<file path="src/rtl/e1_errcnt_pkg.sv">
package e1_errcnt_pkg;
  localparam int NUM_CNT    = 3;
  localparam int ST_W       = 2 * NUM_CNT;
  localparam int REG_ADDR_W = 3;

  typedef enum logic [REG_ADDR_W-1:0] {
    ADR_FAS  = 3'd0,
    ADR_EBIT = 3'd1,
    ADR_CRC  = 3'd2,
    ADR_STAT = 3'd3,
    ADR_MASK = 3'd4
  } reg_adr_e;

  localparam logic [ST_W-1:0] MASK_RST = '1;
endpackage

</file>
<file path="src/rtl/errcnt_unit.sv">
module errcnt_unit #(
  parameter int W = 16
) (
  input  logic         clk,
  input  logic         rst_n,
  input  logic         inc_i,
  input  logic         load_i,
  input  logic [W-1:0] load_val_i,
  output logic [W-1:0] count_o,
  output logic         act_o,
  output logic         ovf_o
);
  logic [W-1:0] count_q;
  logic         lsb_seen_q;
  logic         wrap_q;

  // A load aligns the remembered LSB with the new value so no toggle is seen.
  always_ff @(posedge clk or negedge rst_n) begin
    if (!rst_n) begin
      count_q    <= '0;
      lsb_seen_q <= 1'b0;
      wrap_q     <= 1'b0;
    end else if (load_i) begin
      count_q    <= load_val_i;
      lsb_seen_q <= load_val_i[0];
      wrap_q     <= 1'b0;
    end else begin
      lsb_seen_q <= count_q[0];
      if (inc_i) begin
        count_q <= count_q + W'(1);
        wrap_q  <= &count_q;
      end else begin
        wrap_q  <= 1'b0;
      end
    end
  end

  assign count_o = count_q;
  assign act_o   = count_q[0] ^ lsb_seen_q;
  assign ovf_o   = wrap_q;

  AST_LOAD_WINS: assert property (@(posedge clk) disable iff (!rst_n)
    load_i |=> count_o == $past(load_val_i));
  AST_INC_STEP: assert property (@(posedge clk) disable iff (!rst_n)
    (inc_i && !load_i) |=> count_o == $past(count_o) + W'(1));
  AST_WRAP_ZERO: assert property (@(posedge clk) disable iff (!rst_n)
    ovf_o |-> count_o == '0);
  AST_LOAD_QUIET: assert property (@(posedge clk) disable iff (!rst_n)
    load_i |=> (!act_o && !ovf_o));
endmodule

</file>
<file path="src/rtl/errcnt_irq.sv">
module errcnt_irq #(
  parameter int               N        = 6,
  parameter logic [N-1:0]     MASK_RST = '1
) (
  input  logic         clk,
  input  logic         rst_n,
  input  logic [N-1:0] ev_i,
  input  logic [N-1:0] clr_i,
  input  logic         mask_wr_i,
  input  logic [N-1:0] mask_val_i,
  output logic [N-1:0] status_o,
  output logic [N-1:0] mask_o,
  output logic         irq_o
);
  logic [N-1:0] status_q;
  logic [N-1:0] mask_q;

  // Set beats clear: the event term is ORed after the clear.
  always_ff @(posedge clk or negedge rst_n) begin
    if (!rst_n) begin
      status_q <= '0;
      mask_q   <= MASK_RST;
    end else begin
      status_q <= (status_q & ~clr_i) | ev_i;
      if (mask_wr_i) mask_q <= mask_val_i;
    end
  end

  assign status_o = status_q;
  assign mask_o   = mask_q;
  assign irq_o    = |(status_q & ~mask_q);

  AST_STATUS_SETS: assert property (@(posedge clk) disable iff (!rst_n)
    (ev_i != '0) |=> ((status_o & $past(ev_i)) == $past(ev_i)));
  AST_STICKY: assert property (@(posedge clk) disable iff (!rst_n)
    (status_o != '0) |=> ((status_o & $past(status_o & ~clr_i)) == $past(status_o & ~clr_i)));
  AST_MASK_ALL_QUIET: assert property (@(posedge clk) disable iff (!rst_n)
    (mask_o == '1) |-> !irq_o);
endmodule

</file>
<file path="src/rtl/errcnt_regif.sv">
module errcnt_regif
  import e1_errcnt_pkg::*;
#(
  parameter int DATA_W = 16
) (
  input  logic                             clk,
  input  logic                             rst_n,
  input  logic                             wr_i,
  input  logic [REG_ADDR_W-1:0]            addr_i,
  input  logic [DATA_W-1:0]                wdata_i,
  input  logic [NUM_CNT-1:0][DATA_W-1:0]   cnt_i,
  input  logic [ST_W-1:0]                  status_i,
  input  logic [ST_W-1:0]                  mask_i,
  output logic [NUM_CNT-1:0]               load_o,
  output logic [ST_W-1:0]                  clr_o,
  output logic                             mask_wr_o,
  output logic [DATA_W-1:0]                rdata_o
);
  // Counters occupy addresses 0 .. NUM_CNT-1 in index order.
  for (genvar i = 0; i < NUM_CNT; i++) begin : g_load
    assign load_o[i] = wr_i && (addr_i == REG_ADDR_W'(i));
  end

  assign clr_o     = (wr_i && addr_i == ADR_STAT) ? wdata_i[ST_W-1:0] : '0;
  assign mask_wr_o = wr_i && (addr_i == ADR_MASK);

  always_comb begin
    rdata_o = '0;
    case (addr_i)
      ADR_FAS:  rdata_o = cnt_i[0];
      ADR_EBIT: rdata_o = cnt_i[1];
      ADR_CRC:  rdata_o = cnt_i[2];
      ADR_STAT: rdata_o = DATA_W'(status_i);
      ADR_MASK: rdata_o = DATA_W'(mask_i);
      default:  rdata_o = '0;
    endcase
  end

  AST_ONE_TARGET: assert property (@(posedge clk) disable iff (!rst_n)
    $onehot0({load_o, mask_wr_o, clr_o != '0}));
endmodule

</file>
<file path="src/rtl/e1_errcnt_bank.sv">
module e1_errcnt_bank
  import e1_errcnt_pkg::*;
#(
  parameter int FAS_W  = 8,
  parameter int EBIT_W = 16,
  parameter int CRC_W  = 16,
  parameter int DATA_W = 16
) (
  input  logic                  clk,
  input  logic                  rst_n,
  input  logic                  fas_err,
  input  logic                  ebit_err,
  input  logic                  crc_err,
  input  logic [REG_ADDR_W-1:0] reg_addr,
  input  logic                  reg_wr,
  input  logic [DATA_W-1:0]     reg_wdata,
  output logic [DATA_W-1:0]     reg_rdata,
  output logic                  irq
);
  logic [NUM_CNT-1:0]             inc;
  logic [NUM_CNT-1:0]             load;
  logic [NUM_CNT-1:0][DATA_W-1:0] cnt_ext;
  logic [ST_W-1:0]                ev;
  logic [ST_W-1:0]                clr;
  logic [ST_W-1:0]                status;
  logic [ST_W-1:0]                mask;
  logic                           mask_wr;

  assign inc = {crc_err, ebit_err, fas_err};

  for (genvar i = 0; i < NUM_CNT; i++) begin : g_cnt
    localparam int W = (i == 0) ? FAS_W : ((i == 1) ? EBIT_W : CRC_W);
    logic [W-1:0] cnt;
    errcnt_unit #(.W(W)) u_unit (
      .clk        (clk),
      .rst_n      (rst_n),
      .inc_i      (inc[i]),
      .load_i     (load[i]),
      .load_val_i (reg_wdata[W-1:0]),
      .count_o    (cnt),
      .act_o      (ev[2*i]),
      .ovf_o      (ev[2*i+1])
    );
    assign cnt_ext[i] = DATA_W'(cnt);
  end

  errcnt_regif #(.DATA_W(DATA_W)) u_regif (
    .clk       (clk),
    .rst_n     (rst_n),
    .wr_i      (reg_wr),
    .addr_i    (reg_addr),
    .wdata_i   (reg_wdata),
    .cnt_i     (cnt_ext),
    .status_i  (status),
    .mask_i    (mask),
    .load_o    (load),
    .clr_o     (clr),
    .mask_wr_o (mask_wr),
    .rdata_o   (reg_rdata)
  );

  errcnt_irq #(.N(ST_W), .MASK_RST(MASK_RST)) u_irq (
    .clk        (clk),
    .rst_n      (rst_n),
    .ev_i       (ev),
    .clr_i      (clr),
    .mask_wr_i  (mask_wr),
    .mask_val_i (reg_wdata[ST_W-1:0]),
    .status_o   (status),
    .mask_o     (mask),
    .irq_o      (irq)
  );

  AST_OVF_NEEDS_ACT: assert property (@(posedge clk) disable iff (!rst_n)
    ev[1] |-> ev[0]);
endmodule

</file>
<file path="config.mk">
export PLATFORM = sky130hd
export DESIGN_NAME = e1_errcnt_bank
export DESIGN_NICKNAME = d
export VERILOG_FILES = /design/src/rtl/e1_errcnt_pkg.sv /design/src/rtl/errcnt_unit.sv /design/src/rtl/errcnt_irq.sv /design/src/rtl/errcnt_regif.sv /design/src/rtl/e1_errcnt_bank.sv
export SDC_FILE = /design/constraint.sdc
export NUM_CORES = 1
export LEC_CHECK = 0
export BUFFER_PORTS_ARGS = -buffer_cell sky130_fd_sc_hd__buf_2
export CAP_MARGIN = 30
export CELL_PAD_IN_SITES_DETAIL_PLACEMENT = 0
export CELL_PAD_IN_SITES_GLOBAL_PLACEMENT = 1
export CORE_AREA = 2 2 96 98
export CTS_CLUSTER_DIAMETER = 60
export DETAILED_ROUTE_END_ITERATION = 10
export DIE_AREA = 0 0 98 100
export MAX_ROUTING_LAYER = met4
export PLACE_DENSITY_LB_ADDON = 0.1
export REMOVE_ABC_BUFFERS = 1
export SYNTH_ARGS = -nofsm -noshare
export SYNTH_HDL_FRONTEND = slang
export SYNTH_SLANG_ARGS = --single-unit
</file>
<file path="constraint.sdc">
create_clock -name clk -period 1.55 [get_ports clk]
set_clock_uncertainty 0.1 [all_clocks]
set_input_delay 0.155 -clock clk [delete_from_list [all_inputs] [get_ports clk]]
set_output_delay 0.155 -clock clk [all_outputs]
set_load 0.05 [all_outputs]
</file>
==> results by group <==
Route
  • WL/cell: 17.83 µm
  • DRT antenna net count: 0
  • Drt drc: 0
  • Total number of vias: 3,265
  • DR iter-0 viols: 116
  • Via/cell ratio: 5.224
  • TritonRoute pass-1 iters: 4
  • Final wirelength: 11,150 µm

Synthesis
  • Post-synthesis cell count: 383
  • Sequential fraction of the synthesis area: 43.07%
  • Commonest register cell after synthesis: dfrtp_1
  • Post-synth EDFFs: 0
  • Synth Cell Area: 3387 µm²
  • Async set-or-reset flop fraction in the synthesized netlist: 100.0%
  • Yosys Warn Count: 0
  • Post-synth top area cell: dfrtp_1
  • Top cells by area, synth: dfrtp_1 38%, nand2_1 6.9%, xnor2_1 5.9%
  • Mean Syn Cell Area: 8.843 µm²
  • Share of the synthesized area in the top cell type: 38.42%
  • Library cells used by synthesis: 47
  • Synthesized flop and latch total: 58

Clock network
  • CTS clk-pin slew, worst paths: 70 ps
  • Clock Path Buffers: 2
  • CTS tree: done
  • Clock sink count: 58
  • Clk root buf: clkbuf_8
  • H-tree depth: 3
  • CTS Buf Count: 9
  • Clock Latency Late Sink: 340 ps

Placed design
  • Post-DP Area: 4227 µm²
  • Gpl congestion: 0.9461
  • Pre-CTS WS: -103.6 ps
  • PortBufs: 41
  • Placed cells: 584
  • Detailed Place HPWL: 8111 µm

GRT
  • Gr usage total: 24.57%
  • Initial antenna violation count: 0
  • GRT Residual Overflow: 0
  • Global-route wire length before repair: 18,020 µm
  • Largest net degree at the start of global routing: 23
  • Vias in the first global route: 3,324

Timing
  • Min cycle time layout: 1819 ps
  • Final WS setup: -269.3 ps
  • Setup violators final: 15
  • Max-slew headroom: 64.98%
  • Achievable Freq: 549.7 MHz
  • Worst hold slack: 13.52 ps
  • Worst-Margin Slew: 525.3 ps
  • RSZ-0062 raised after global routing: yes
  • TNS Setup: -2157 ps
  • Period Utilization, post-route: 117.4%
  • Final-report hold violation count: 0
  • Final-report max-slew violation count: 0

Worst setup path
  • CP max FO: 3
  • Crit. End Element: primary output
  • Crit Path Category: flip-flop to primary output
  • Required time worst endpoint: 1290 ps
  • Worst setup SP type: flip-flop
  • Worst r2r src: g_cnt[1].u_unit.count_o[0]
  • Worst-path cell chain: o22ai_2 -> a221oi_2 -> o221ai_1 -> buf_4
  • FF-to-FF path depth: 7
  • CP max stage delay: 580 ps
  • CP Data Arrival Time: 1560 ps
  • Setup slack, reg-to-reg: -150 ps
  • Slowest CP cell: dfstp_2
  • Reg-to-Reg End: g_cnt[1].u_unit.count_o[12]

Hold path
  • Hold depth: 3
  • Hold worst-path end: u_irq.mask_o[0]
  • Worst Hold Class: primary input to flip-flop
  • Hold path start: reg_wdata[0]

Status
  • Failing checks: setup timing
  • Status: complete, but fails checks

Floorplan
  • DIE WIDTH: 98 µm
  • Die footprint: 9800 µm²
  • I/O pin count: 42
  • Row cnt: 35
  • Core footprint: 8890 µm²
  • Initial Util: 38.10%
  • Die extent in y: 100 µm

Power
  • Pwr dens: 1376 nW/µm²
  • Pwr Total: 6.981 mW
  • Worst VDD drop: 0.0004772 V
  • P_leak: 2.235 nW

Final layout
  • Layout cells sized above 1: 38.33%
  • Register area: 1463 µm²
  • Multi-input logic area: 2085 µm²
  • Most frequent cells in the layout: 67 x buf_4, 61 x nand2_1, 49 x dfrtp_1
  • Non-filler cells, final: 625
  • Cell area after layout: 5074 µm²
  • Antenna diodes: 0
  • Fill cells: 790
  • Util after Layout: 57.07%
  • Most common cell after layout, fill and taps aside: buf_4
  • NumNets Final: 537
  • Area grow syn2layout: 49.80%

Run
  • Maxcap violations: 0
==> critical path, delay by kind of cell, from the launching register on <==
| kind | cells | cell delay (ps) |
|---|---|---|
| buf+inv | 1 | 210 |
| flops | 1 | 580 |
| compound gates | 3 | 440 |
==> synth_stat cells, types with 9 or more instances <==
cell	count
dfrtp_1	52
mux2i_1	17
xnor2_1	23
a22oi_1	9
o21ai_0	40
nor3_1	9
xor2_1	10
inv_1	14
clkbuf_1	12
nand2_1	62
nor2_1	29
nand3_1	11
nand4_1	11
==> report_power, final <==
part | switching, mW | total (mW) | internal (mW)
sequential | 0.489 | 2.48 | 1.99
clock | 0.690 | 1.48 | 0.786
combinational | 1.52 | 3.03 | 1.51
==> timing repair <==
action / in CTS / in global routing
hold buffers: 11 / 0
pin swaps: 19 / 34
setup buffers: 13 / 4
resized for setup: 54 / 52
endpoints found under the setup margin: 26 / 37
endpoints found under the hold margin: 30 / 0
gates cloned: 0 / 0
==> how the worst max path moves through the flow <==
stage / from / to / slack [ps] / cells after the start
after floorplan: reg_addr[2] / g_cnt[2].u_unit.count_o[0] / -1460 / 2
after global placement: g_cnt[2].u_unit.count_o[0] / g_cnt[2].u_unit.ovf_o / -100 / 4
after detailed placement: g_cnt[2].u_unit.count_o[0] / g_cnt[2].u_unit.ovf_o / -100 / 4
after CTS: u_irq.mask_o[4] / irq / -300 / 4
after global routing: u_irq.mask_o[4] / irq / -330 / 4
final: u_irq.mask_o[4] / irq / -270 / 4
==> sequential cells by signal, indices dropped and copies added (netlist names) <==
| register | flops |
|---|---|
| g_cnt.u_unit.count_o | 40 |
| u_irq.mask_o | 6 |
| u_irq.status_o | 6 |
| g_cnt.u_unit.lsb_seen_q | 3 |
| g_cnt.u_unit.ovf_o | 3 |
==> logic make-up after synthesis <==
| group | count (synthesis) | synth area share [%] |
|---|---|---|
| AO/OA/AOI/OAI | 76 | 13.23 |
| XOR/XNOR | 33 | 8.533 |
| adder cells (fa/ha/maj) | 3 | 1.108 |
| buffers and inverters | 34 | 4.137 |
| flip-flops | 58 | 43.07 |
| multiplexers | 22 | 7.019 |
| AND/OR/NAND/NOR | 157 | 22.90 |
==> cell type report <==
type                       instances  share of cell area (%)
tap                              111                   2.737
inverter                          14                   1.036
sequential                        58                   28.83
multi-input combinational        291                   41.09
timing repair buffer             135                   22.29
clock inverter                     6                   1.307
clock buffer                      10                   2.713
==> metal layers <==
metal  wire length (µm)  global-route usage [%]  vias to the layer above
met1               5162                   31.71                     1589
met3                291                   3.203                       14
met4                223                   9.402                        0
met2               5468                   39.73                       64
met5                  0                       -                        -
li1                   -                       -                     1598
Note: power is estimated with default switching activity, not from simulation.
